===== src/rtl/pwm_cmp_pkg.sv =====
// Shared constants and types for the buffered PWM compare register bank.
// Assumes a 4-bit register address space with the map fixed below.
package pwm_cmp_pkg;

    localparam int ADDR_W = 4;

    // Compare register index order; match/flag bit i follows this order.
    typedef enum logic [1:0] {
        CMP_SA = 2'd0,
        CMP_RA = 2'd1,
        CMP_SB = 2'd2,
        CMP_RB = 2'd3
    } cmp_idx_e;

    // Register map beyond the compare byte pairs at addresses 0..7.
    localparam logic [ADDR_W-1:0] ADR_CFG  = 4'd8;
    localparam logic [ADDR_W-1:0] ADR_FLAG = 4'd9;
    localparam logic [ADDR_W-1:0] ADR_OCFG = 4'd10;

    // Configuration register field positions.
    localparam int CFG_LOCK_BIT = 5;
    localparam int CFG_MODE_LSB = 2;
    localparam int CFG_MODE_W   = 3;

endpackage


===== src/rtl/cmp_reg_slot.sv =====
// One staged/live register pair.
// Staged copy takes every write. Live copy takes the write only when unlocked,
// and takes the whole staged value on a commit pulse.
// Assumes commit and wr_en never coincide (one bus access per clock).
module cmp_reg_slot #(
    parameter int W = 12
) (
    input  logic         clk,
    input  logic         rst_n,
    input  logic         wr_en,
    input  logic [W-1:0] wr_data,
    input  logic         locked,
    input  logic         commit,
    output logic [W-1:0] shd,
    output logic [W-1:0] act
);

    // Staged copy: follows every completed write.
    always_ff @(posedge clk) begin
        if (!rst_n)
            shd <= '0;
        else if (wr_en)
            shd <= wr_data;
    end

    // Live copy: bulk commit, or write-through when unlocked.
    always_ff @(posedge clk) begin
        if (!rst_n)
            act <= '0;
        else if (commit)
            act <= shd;
        else if (wr_en && !locked)
            act <= wr_data;
    end

endmodule


===== src/rtl/cmp_byte_if.sv =====
// Byte-wide register interface: address decode, shared high-byte latch,
// configuration register (lock + mode), flag-clear strobes and read mux.
// Assumes bus_we and bus_re are never high together and that compare
// registers occupy byte pairs at addresses 0 .. 2*N_CMP-1 (even = low byte).
module cmp_byte_if
    import pwm_cmp_pkg::*;
#(
    parameter int N_CMP = 4,
    parameter int VAL_W = 12,
    parameter int BUS_W = 8
) (
    input  logic                        clk,
    input  logic                        rst_n,
    input  logic [ADDR_W-1:0]           bus_addr,
    input  logic [BUS_W-1:0]            bus_wdata,
    input  logic                        bus_we,
    input  logic                        bus_re,
    output logic [BUS_W-1:0]            bus_rdata,
    input  logic [N_CMP-1:0][VAL_W-1:0] shd_val,
    input  logic [BUS_W-1:0]            ocfg_shd,
    input  logic [N_CMP-1:0]            flags,
    output logic [N_CMP-1:0]            slot_we,
    output logic [VAL_W-1:0]            slot_wdata,
    output logic                        ocfg_we,
    output logic                        lock,
    output logic                        commit,
    output logic [N_CMP-1:0]            flag_clr,
    output logic [BUS_W-1:0]            hold_latch
);

    localparam int HI_W  = VAL_W - BUS_W;
    localparam int IDX_W = $clog2(N_CMP);
    localparam logic [ADDR_W-1:0] CMP_END = ADDR_W'(2 * N_CMP);

    logic                  is_cmp;
    logic                  is_hi;
    logic [IDX_W-1:0]      idx;
    logic [CFG_MODE_W-1:0] mode_q;
    logic                  lock_q;
    logic [BUS_W-1:0]      cfg_rd;

    // Decode the compare byte-pair address fields.
    always_comb begin
        is_cmp = (bus_addr < CMP_END);
        is_hi  = bus_addr[0];
        idx    = bus_addr[IDX_W:1];
    end

    // Shared latch: loaded by high-byte writes and by low-byte read snapshots.
    always_ff @(posedge clk) begin
        if (!rst_n)
            hold_latch <= '0;
        else if (bus_we && is_cmp && is_hi)
            hold_latch <= bus_wdata;
        else if (bus_re && is_cmp && !is_hi)
            hold_latch <= {{(BUS_W-HI_W){1'b0}}, shd_val[idx][VAL_W-1:BUS_W]};
    end

    // Per-slot write strobes for completed (low-byte) writes.
    always_comb begin
        slot_we = '0;
        if (bus_we && is_cmp && !is_hi)
            slot_we[idx] = 1'b1;
        slot_wdata = {hold_latch[HI_W-1:0], bus_wdata};
    end

    // Configuration register: lock bit and mode field.
    always_ff @(posedge clk) begin
        if (!rst_n) begin
            lock_q <= 1'b0;
            mode_q <= '0;
        end else if (bus_we && bus_addr == ADR_CFG) begin
            lock_q <= bus_wdata[CFG_LOCK_BIT];
            mode_q <= bus_wdata[CFG_MODE_LSB +: CFG_MODE_W];
        end
    end

    // Commit pulse, output-config strobe and write-one-to-clear flag strobes.
    always_comb begin
        lock     = lock_q;
        commit   = bus_we && (bus_addr == ADR_CFG) && lock_q && !bus_wdata[CFG_LOCK_BIT];
        ocfg_we  = bus_we && (bus_addr == ADR_OCFG);
        flag_clr = (bus_we && bus_addr == ADR_FLAG) ? bus_wdata[N_CMP-1:0] : '0;
        cfg_rd   = '0;
        cfg_rd[CFG_LOCK_BIT] = lock_q;
        cfg_rd[CFG_MODE_LSB +: CFG_MODE_W] = mode_q;
    end

    // Registered read data, updated only on a read strobe.
    always_ff @(posedge clk) begin
        if (!rst_n)
            bus_rdata <= '0;
        else if (bus_re) begin
            if (is_cmp && is_hi)
                bus_rdata <= {{(BUS_W-HI_W){1'b0}}, hold_latch[HI_W-1:0]};
            else if (is_cmp)
                bus_rdata <= shd_val[idx][BUS_W-1:0];
            else if (bus_addr == ADR_CFG)
                bus_rdata <= cfg_rd;
            else if (bus_addr == ADR_FLAG)
                bus_rdata <= {{(BUS_W-N_CMP){1'b0}}, flags};
            else if (bus_addr == ADR_OCFG)
                bus_rdata <= ocfg_shd;
            else
                bus_rdata <= '0;
        end
    end

endmodule


===== src/rtl/cmp_match_unit.sv =====
// Comparators and sticky interrupt flags.
// Compares every live value with the counter each clock, registers the
// result as match pulses, and keeps sticky flags (set wins over clear).
module cmp_match_unit #(
    parameter int N_CMP = 4,
    parameter int VAL_W = 12
) (
    input  logic                        clk,
    input  logic                        rst_n,
    input  logic [VAL_W-1:0]            cnt_val,
    input  logic [N_CMP-1:0][VAL_W-1:0] act_val,
    input  logic [N_CMP-1:0]            flag_clr,
    output logic [N_CMP-1:0]            match,
    output logic [N_CMP-1:0]            flags,
    output logic                        irq
);

    logic [N_CMP-1:0] eq;

    // One equality comparator per live value.
    for (genvar i = 0; i < N_CMP; i++) begin : g_cmp
        assign eq[i] = (cnt_val == act_val[i]);
    end

    // Registered match pulses and sticky flags.
    always_ff @(posedge clk) begin
        if (!rst_n) begin
            match <= '0;
            flags <= '0;
        end else begin
            match <= eq;
            flags <= (flags & ~flag_clr) | eq;
        end
    end

    // Interrupt request while any flag is pending.
    assign irq = |flags;

endmodule


===== src/rtl/pwm_cmp_bank.sv =====
// Top: four staged/live 12-bit compare registers plus a staged/live output
// configuration byte, reached through a byte bus with a shared high-byte
// latch, and compared every clock against an external counter.
// Assumes one bus access per clock and a synchronous active-low reset.
module pwm_cmp_bank
    import pwm_cmp_pkg::*;
#(
    parameter int N_CMP = 4,
    parameter int VAL_W = 12,
    parameter int BUS_W = 8
) (
    input  logic              clk,
    input  logic              rst_n,
    input  logic [3:0]        bus_addr,
    input  logic [BUS_W-1:0]  bus_wdata,
    input  logic              bus_we,
    input  logic              bus_re,
    output logic [BUS_W-1:0]  bus_rdata,
    input  logic [VAL_W-1:0]  cnt_val,
    output logic [N_CMP-1:0]  match,
    output logic              irq,
    output logic [BUS_W-1:0]  ocfg
);

    logic [N_CMP-1:0][VAL_W-1:0] shd_val;
    logic [N_CMP-1:0][VAL_W-1:0] act_val;
    logic [N_CMP-1:0]            slot_we;
    logic [VAL_W-1:0]            slot_wdata;
    logic                        ocfg_we;
    logic [BUS_W-1:0]            ocfg_shd;
    logic                        lock_q;
    logic                        commit;
    logic [N_CMP-1:0]            flag_clr;
    logic [N_CMP-1:0]            flag_q;
    logic [BUS_W-1:0]            hold_latch;

    cmp_byte_if #(.N_CMP(N_CMP), .VAL_W(VAL_W), .BUS_W(BUS_W)) u_bus (
        .clk        (clk),
        .rst_n      (rst_n),
        .bus_addr   (bus_addr),
        .bus_wdata  (bus_wdata),
        .bus_we     (bus_we),
        .bus_re     (bus_re),
        .bus_rdata  (bus_rdata),
        .shd_val    (shd_val),
        .ocfg_shd   (ocfg_shd),
        .flags      (flag_q),
        .slot_we    (slot_we),
        .slot_wdata (slot_wdata),
        .ocfg_we    (ocfg_we),
        .lock       (lock_q),
        .commit     (commit),
        .flag_clr   (flag_clr),
        .hold_latch (hold_latch)
    );

    // One staged/live pair per compare register.
    for (genvar i = 0; i < N_CMP; i++) begin : g_slot
        cmp_reg_slot #(.W(VAL_W)) u_slot (
            .clk     (clk),
            .rst_n   (rst_n),
            .wr_en   (slot_we[i]),
            .wr_data (slot_wdata),
            .locked  (lock_q),
            .commit  (commit),
            .shd     (shd_val[i]),
            .act     (act_val[i])
        );
    end

    // Staged/live pair for the output configuration byte.
    cmp_reg_slot #(.W(BUS_W)) u_ocfg (
        .clk     (clk),
        .rst_n   (rst_n),
        .wr_en   (ocfg_we),
        .wr_data (bus_wdata),
        .locked  (lock_q),
        .commit  (commit),
        .shd     (ocfg_shd),
        .act     (ocfg)
    );

    cmp_match_unit #(.N_CMP(N_CMP), .VAL_W(VAL_W)) u_match (
        .clk      (clk),
        .rst_n    (rst_n),
        .cnt_val  (cnt_val),
        .act_val  (act_val),
        .flag_clr (flag_clr),
        .match    (match),
        .flags    (flag_q),
        .irq      (irq)
    );

endmodule


===== config.mk =====
export PLATFORM = sky130hd
export DESIGN_NAME = pwm_cmp_bank
export DESIGN_NICKNAME = d
export VERILOG_FILES = /design/src/rtl/pwm_cmp_pkg.sv /design/src/rtl/cmp_reg_slot.sv /design/src/rtl/cmp_byte_if.sv /design/src/rtl/cmp_match_unit.sv /design/src/rtl/pwm_cmp_bank.sv
export SDC_FILE = /design/constraint.sdc
export NUM_CORES = 1
export LEC_CHECK = 0
export CAP_MARGIN = 20
export CORE_MARGIN = 2
export CORE_UTILIZATION = 55
export DETAILED_ROUTE_END_ITERATION = 8
export PLACE_DENSITY = 0.75
export SETUP_SLACK_MARGIN = 0.5
export SKIP_LAST_GASP = 1
export SLEW_MARGIN = 20
export SYNTH_ARGS = -nofsm -noshare
export SYNTH_HDL_FRONTEND = slang
export SYNTH_HIERARCHICAL = 1
export SYNTH_SLANG_ARGS = --single-unit
export TNS_END_PERCENT = 1

===== constraint.sdc =====
create_clock -name clk -period 2.1 [get_ports clk]
set_input_delay 0.315 -clock clk [delete_from_list [all_inputs] [get_ports clk]]
set_output_delay 0.315 -clock clk [all_outputs]
set_load 0.005 [all_outputs]

=== Word level (Yosys, flattened, before mapping) ===
Cells that the tools add are included.
Widths: inputs -> output; s select.

* Order comparisons: 3
* Equal/unequal tests: 7
* Mux-type cells: 23
* Bitwise operators: 3
* Reduce and logical (&&, ||, !) cells: 27

{| class="wikitable"
|+ Operators by type and width
! kind !! count
|-
| $mux 12 || 9
|-
| $mux 8 || 7
|-
| $eq 12x12->1 || 4
|-
| $bmux 12 s2 || 1
|-
| $logic_and 1x1->1 || 17
|-
| $mux 4 || 4
|-
| $eq 4x4->1 const B || 3
|-
| $reduce_bool 2->1 || 6
|-
| $and 4x4->4 || 1
|-
| $lt 4x4->1 const B || 1
|-
| $not 4->4 || 1
|-
| $or 4x4->4 || 1
|-
| $reduce_or 4->1 || 1
|-
| $logic_not 1->1 || 3
|-
| $lt 2x3->1 const B || 1
|-
| $demux 1 s2 || 1
|-
| $ge 2x1->1 const B || 1
|-
| $mux 1 || 1
|}

* Bits in registers: 136
* Input port bits: 28
* Output and inout bits: 21
* Logic and storage cells: 79

=== Depth between registers and ports, before layout ===
Gate-level depths: netlist (run 1).

* Word-level depth: 8
* Gate-level depth with buffers: 10

=== Hierarchy ===
Netlist (run 1), hierarchy kept.

{| class="wikitable"
|+ By module, submodules not included
! module !! instances !! cells an instance !! area each (um2) !! sequential area each (um2)
|-
| cmp_reg_slot (g_slot[0].u_slot ...) || 4 || 92 || 959.7 || 480.5
|-
| cmp_byte_if || 1 || 171 || 1571.5 || 400.4
|-
| cmp_match_unit || 1 || 98 || 905.9 || 160.2
|-
| cmp_reg_slot (u_ocfg) || 1 || 62 || 651.9 || 320.3
|}

=== Worst setup path before layout (run 1) ===
No wires, ideal clock.

* Path kind: input port to flip-flop
* Start: input bus_addr[1]
* End: register u_ocfg.act[5]
* Library setup time: 132 ps
* Arrival: 1665 ps
* Required time: 1968 ps
* Setup slack: 303 ps
* Cell stages on the path: 9
* Cell sequence: buf_6 nor2_1 and3_1 buf_2 and3b_1 inv_1 clkbuf_1 o21ai_0 a21oi_1

* Word-level cells in the longest chain between the ends: 5
* Elaborated cells on any way between the ends: 9

{| class="wikitable"
|+ Ends and longest elaborated chain
! item !! line !! RTL
|-
| start: declaration || pwm_cmp_bank.sv:14 || <nowiki>input logic [3:0] bus_addr,</nowiki>
|-
| $eq 4x4->1 * || cmp_byte_if.sv:81 || <nowiki>commit = bus_we && (bus_addr == ADR_CFG) && lock_q && !bus_wdata[CFG_LOCK_BIT];</nowiki>
|-
| $logic_and 1x1->1 * (3 in a row) || cmp_byte_if.sv:81 ||
|-
| via commit || pwm_cmp_bank.sv:32 || <nowiki>logic commit;</nowiki>
|-
| $mux 8 or $reduce_bool 2->1 (tied branches) || - ||
|-
| end signal: assignment || cmp_reg_slot.sv:33 || <nowiki>act <= wr_data;</nowiki>
|-
| end: declaration || cmp_reg_slot.sv:15 || <nowiki>output logic [W-1:0] act</nowiki>
|}

The timed path passes the listed nets; every way through them passes the cells marked *.
A chain may end at the register's enable or synchronous reset.

=== Worst setup path after layout (run 1) ===
* Start: register u_match.flags[2]
* End: output irq

* Word-level cells in the longest chain between the ends: 1

{| class="wikitable"
|+ Ends and longest elaborated chain
! item !! line !! RTL
|-
| start: declaration || cmp_match_unit.sv:14 || <nowiki>output logic [N_CMP-1:0] flags,</nowiki>
|-
| start signal: assignment || cmp_match_unit.sv:32 || <nowiki>flags <= (flags & ~flag_clr) | eq;</nowiki>
|-
| $reduce_or 4->1 || cmp_match_unit.sv:37 || <nowiki>assign irq = |flags;</nowiki>
|-
| end: declaration || pwm_cmp_bank.sv:21 || <nowiki>output logic irq,</nowiki>
|}

Every way passes these cells.

==> run summary, run 1 <==
Overflow after GRT: 0
Setup WS post-layout: 0.380 ns
vias after detailed routing: 5393
Int Pwr: 4520 µW
Critical Path RT: 1.78 ns
status: complete, no violations
CTS max path bufs: 2
Fin Setup TNS: 0 ns
max_slew headroom: 60.8%
fmax: 581 MHz
crit path max fanout: 2
Data arrival, critical path: 1.40 ns
CTS root buffer: clkbuf_16
post-DR vias/cell: 5.86
CP Launch Type: register
1st-iter DRT viols: 499
Die ar.: 0.0133 mm²
layout net count: 768
CTS Buf Count: 17
die extent in y: 115 µm
Max IR drop VDD: 0.560 mV
fin. max-slew vios: 0
proportion of layout cells with a drive suffix above 1: 15.0%
clock sinks: 136
Final ANT Viol Nets: 0
Setup violations, final: 0
final worst-path cycle share: 81.9%
Tmin final: 1.72 ns
WL per Instance: 19.9 µm
gr usage total: 28.5%
switching portion of total power: 23.3%
Core Footprint: 0.0121 mm²
first-pass GRT wire length: 28.6 mm
total wire length: 18.3 mm
syn avg cell area: 9.95 µm²
Fin. Hold Viols: 0
pin count of the biggest net entering global routing: 36
Hold Crit Class: in2reg
Setup Slack @ Placement: -0.0321 ns
routability cong.: 0.915
part of the power in registers: 44.9%
Port Buffers: 48
commonest non-fill, non-tap cell in the layout: dfxtp_1
crit path kind: reg2out
static leakage: 0.00269 µW
initial antenna violation count: 0
syn nets: 715
Rows: 40
Psw: 1370 µW
most frequent cells in the layout: 134 x dfxtp_1, 121 x mux2i_1, 64 x nor2b_1
Finished Core Util: 67.6%
critical path endpoint category: output port
final HPWL from detailed placement: 12.8 mm
# IOs: 49
Starting Density: 56.6%
synthesized area: 0.00683 mm²
diodes inserted: 0
Max Cap Viol: 0
vias in the first global route: 5254
Clk pin slew, worst setup/hold paths: 0.05 ns
DR pass1 iterations: 5
hold_buf cts: 0
PwrDens: 723 mW/mm²
RSZ-0062 raised after global routing: true
combinational share of power: 8.5%
DRC viols: 0
warnings from Yosys: 6
depth of the CTS H-tree: 4
Slew @ Worst Pin: 0.588 ns
WHS: 0.311 ns
Syn Inst Count: 687
die width: 115 µm
Setup Skew: 0.0124 ns
Clock Latency Late Sink: 0.43 ns
Syn-to-layout area delta: 19.3%
CTS tree: built
clock power share: 46.6%
==> path summary, 6_finish.rpt <==
check        cells after the start  slack [ns]               startpoint                      end
max                              2        0.38         u_match/flags[2]                      irq
min                              2        0.31                    rst_n  g_slot[0].u_slot/shd[5]
max reg2reg                      4        0.69  g_slot[1].u_slot/act[1]         u_match/flags[1]
min reg2reg                      2        0.49       u_bus/bus_rdata[5]       u_bus/bus_rdata[5]
==> final cells by class <==
class / instances / area (µm²)
sequential: 136 / 2730
clock inverter: 9 / 76.3
inverter: 17 / 86.3
multi-input combinational: 468 / 3630
tap: 168 / 210
clock buffer: 22 / 464
timing repair buffer: 100 / 957
fill: 910 / 3910
==> critical path, stage by stage (launching register included) <==
cell     delay [ns]
dfxtp_2        0.32
or4_1          0.52
buf_2          0.14
==> layer usage <==
metal | vias to the layer above | part of all wire [%] | track usage, %
li1 | 2512 | - | -
met1 | 2643 | 43 | 36.1
met2 | 193 | 48 | 46.7
met3 | 45 | 6.0 | 5.86
met4 | 0 | 3.0 | 13.3
met5 | - | 0 | 0
==> per-stage QoR <==
stage,std cells,area (µm²),total power [µW]
after floorplan,687,6940,3030
after global placement,886,7550,3180
after detailed placement,886,7550,3190
after CTS,919,8100,5910
after global routing,920,8150,6050
final,920,8150,5890
==> state kept, by name, indices dropped and copies added (netlist names) <==
register and count:
u_bus/hold_latch 4, u_ocfg/shd 8, u_match/flags 4, u_ocfg/act 8, u_bus/bus_rdata 8, u_match/match 4, g_slot.u_slot/act 48, u_bus/lock 1
g_slot.u_slot/shd 48, u_bus/mode_q 3
==> power groups by stage <==
| stage | clock (µW) | sequential, µW | combinational [µW] |
|---|---|---|---|
| 3_5_place_dp | 0 | 2700 | 489 |
| 3_3_place_gp | 0 | 2700 | 480 |
| 5_1_grt | 2870 | 2650 | 535 |
| 2_1_floorplan | 0 | 2680 | 342 |
| 4_1_cts | 2770 | 2640 | 494 |
| 6_report | 2750 | 2640 | 501 |
==> what timing repair did <==
action / 4_1_cts / 5_1_grt
pin swaps: 0 / 1
setup endpoints to repair: 68 / 127
gates resized for setup: 6 / 15
setup buffers: 2 / 1
(Power assumes the default switching activity.)
==> inputs of run 2 (changes only) <==
- clock period: 2.1 -> 1.77 ns (I/O delays scaled with it)
==> run 2 against run 1 <==
  * Clock power grew 12%
  * Global-route usage grew 0.92 points
  * Design area grew 0.86%
  * Worst setup slack lost 0.25 ns
  * Cell count grew 1.6%
  * Clock skew shrank 0.0047 ns
  * Register-to-register slack lost 0.28 ns
  * Largest cell class unchanged
==> run summary, run 2 (synthesized netlist as in run 1, its figures left out) <==
status: complete, no violations
critical path endpoint category: register
CTS tree: built
Syn-to-layout area delta: 20.3%
most frequent cells in the layout: 134 x dfxtp_1, 120 x mux2i_1, 64 x nor2b_1
total wire length: 18.7 mm
diodes inserted: 0
Data arrival, critical path: 1.94 ns
Starting Density: 56.6%
Setup Skew: 0.00773 ns
placed inst area: 0.00765 mm²
hold_buf cts: 0
clock power share: 45.1%
biggest regs: g_slot.u_slot/act x48, g_slot.u_slot/shd x48
Int Pwr: 5190 µW
switching portion of total power: 23.9%
Port Buffers: 48
vias in the first global route: 5348
crit path kind: in2reg
Psw: 1630 µW
clock sinks: 136
Max IR drop VDD: 0.610 mV
Hold Crit Class: in2reg
crit path max fanout: 12
CP Launch Type: input pin
CTS Buf Count: 17
Overflow after GRT: 0
post-route cell area: 0.00822 mm²
final worst-path cycle share: 92.6%
Finished Core Util: 68.1%
Setup WS post-layout: 0.130 ns
Max Cap Viol: 0
max_slew headroom: 61.1%
fmax: 610 MHz
final HPWL from detailed placement: 13.3 mm
CTS root buffer: clkbuf_16
Tmin final: 1.64 ns
Setup Slack @ Placement: -0.329 ns
Setup violations, final: 0
layout net count: 783
part of the power in registers: 45.9%
pin count of the biggest net entering global routing: 49
static leakage: 0.00273 µW
Die ar.: 0.0133 mm²
PwrDens: 831 mW/mm²
Final Power: 6830 µW
# IOs: 49
combinational share of power: 9.0%
Clock Latency Late Sink: 0.42 ns
DR pass1 iterations: 5
Final ANT Viol Nets: 0
post-DR vias/cell: 5.85
Critical Path RT: 2.07 ns
Fin. Hold Viols: 0
initial antenna violation count: 0
die extent in y: 115 µm
first-pass GRT wire length: 29.4 mm
die width: 115 µm
Slew @ Worst Pin: 0.583 ns
RSZ-0062 raised after global routing: true
Core Footprint: 0.0121 mm²
WL per Instance: 20.0 µm
fin. max-slew vios: 0
CTS max path bufs: 2
depth of the CTS H-tree: 4
filler instances: 953
1st-iter DRT viols: 387
commonest non-fill, non-tap cell in the layout: dfxtp_1
DRC viols: 0
proportion of layout cells with a drive suffix above 1: 16.7%
Rows: 40
gr usage total: 29.4%
vias after detailed routing: 5466
routability cong.: 0.992
Clk pin slew, worst setup/hold paths: 0.06 ns
## run 2: repair_timing
| action | 4_1_cts | 5_1_grt |
|---|---|---|
| resized for setup | 21 | 6 |
| setup endpoints to repair | 157 | 157 |
| buffers inserted | 4 | 0 |
## run 2: cell type report
class | count | area, µm² | area share [%]
Timing Repair Buffer | 115 | 1050 | 12.8
Clock buffer | 22 | 454 | 5.53
Multi-Input combinational cell | 468 | 3640 | 44.3
Sequential cell | 136 | 2730 | 33.2
Tap cell | 168 | 210 | 2.56
Clock inverter | 9 | 53.8 | 0.655
Inverter | 17 | 83.8 | 1.02
## run 2: worst paths after layout
| check | start | to | slack (ns) | depth (start not counted) |
|---|---|---|---|---|
| setup reg to reg | u_bus/lock | g_slot[0].u_slot/act[0] | 0.41 | 5 |
| setup / recovery | bus_addr[1] | g_slot[0].u_slot/act[1] | 0.13 | 9 |
| hold / removal | rst_n | u_ocfg/shd[6] | 0.26 | 2 |
| hold reg to reg | u_bus/bus_rdata[6] | u_bus/bus_rdata[6] | 0.49 | 2 |
## run 2: critical path, stage by stage
cell and delay (ns):
clkdlybuf4s50_1 0.40, buf_4 0.17, nor2_4 0.13, buf_4 0.13, and3_1 0.17, and2b_2 0.17, buf_12 0.16, mux2i_2 0.23
a21oi_1 0.10
## run 2: layer usage
layer	share of wire [%]	wire length (µm)	global-route usage, %
met1	41	7740	36.8
met2	48	8980	48.3
met3	7.7	1440	7.48
met4	3.1	582	12.4
met5	0	0	0
## run 2: power groups by stage
stage / Combinational (µW) / Clock (µW) / Sequential [µW]
CTS: 605 / 3110 / 3130
floorplan: 406 / 0 / 3180
detailed placement: 596 / 0 / 3200
global placement: 587 / 0 / 3200
finish: 614 / 3080 / 3130
global route: 653 / 3250 / 3140
## run 2: through the flow
step,cells,hold WS [ns],TNS [ns]
floorplan,687,0.394,0
global placement,900,0.462,-26.97
detailed placement,900,0.476,-30.08
CTS,935,0.256,0
global route,935,0.269,0
finish,935,0.259,0
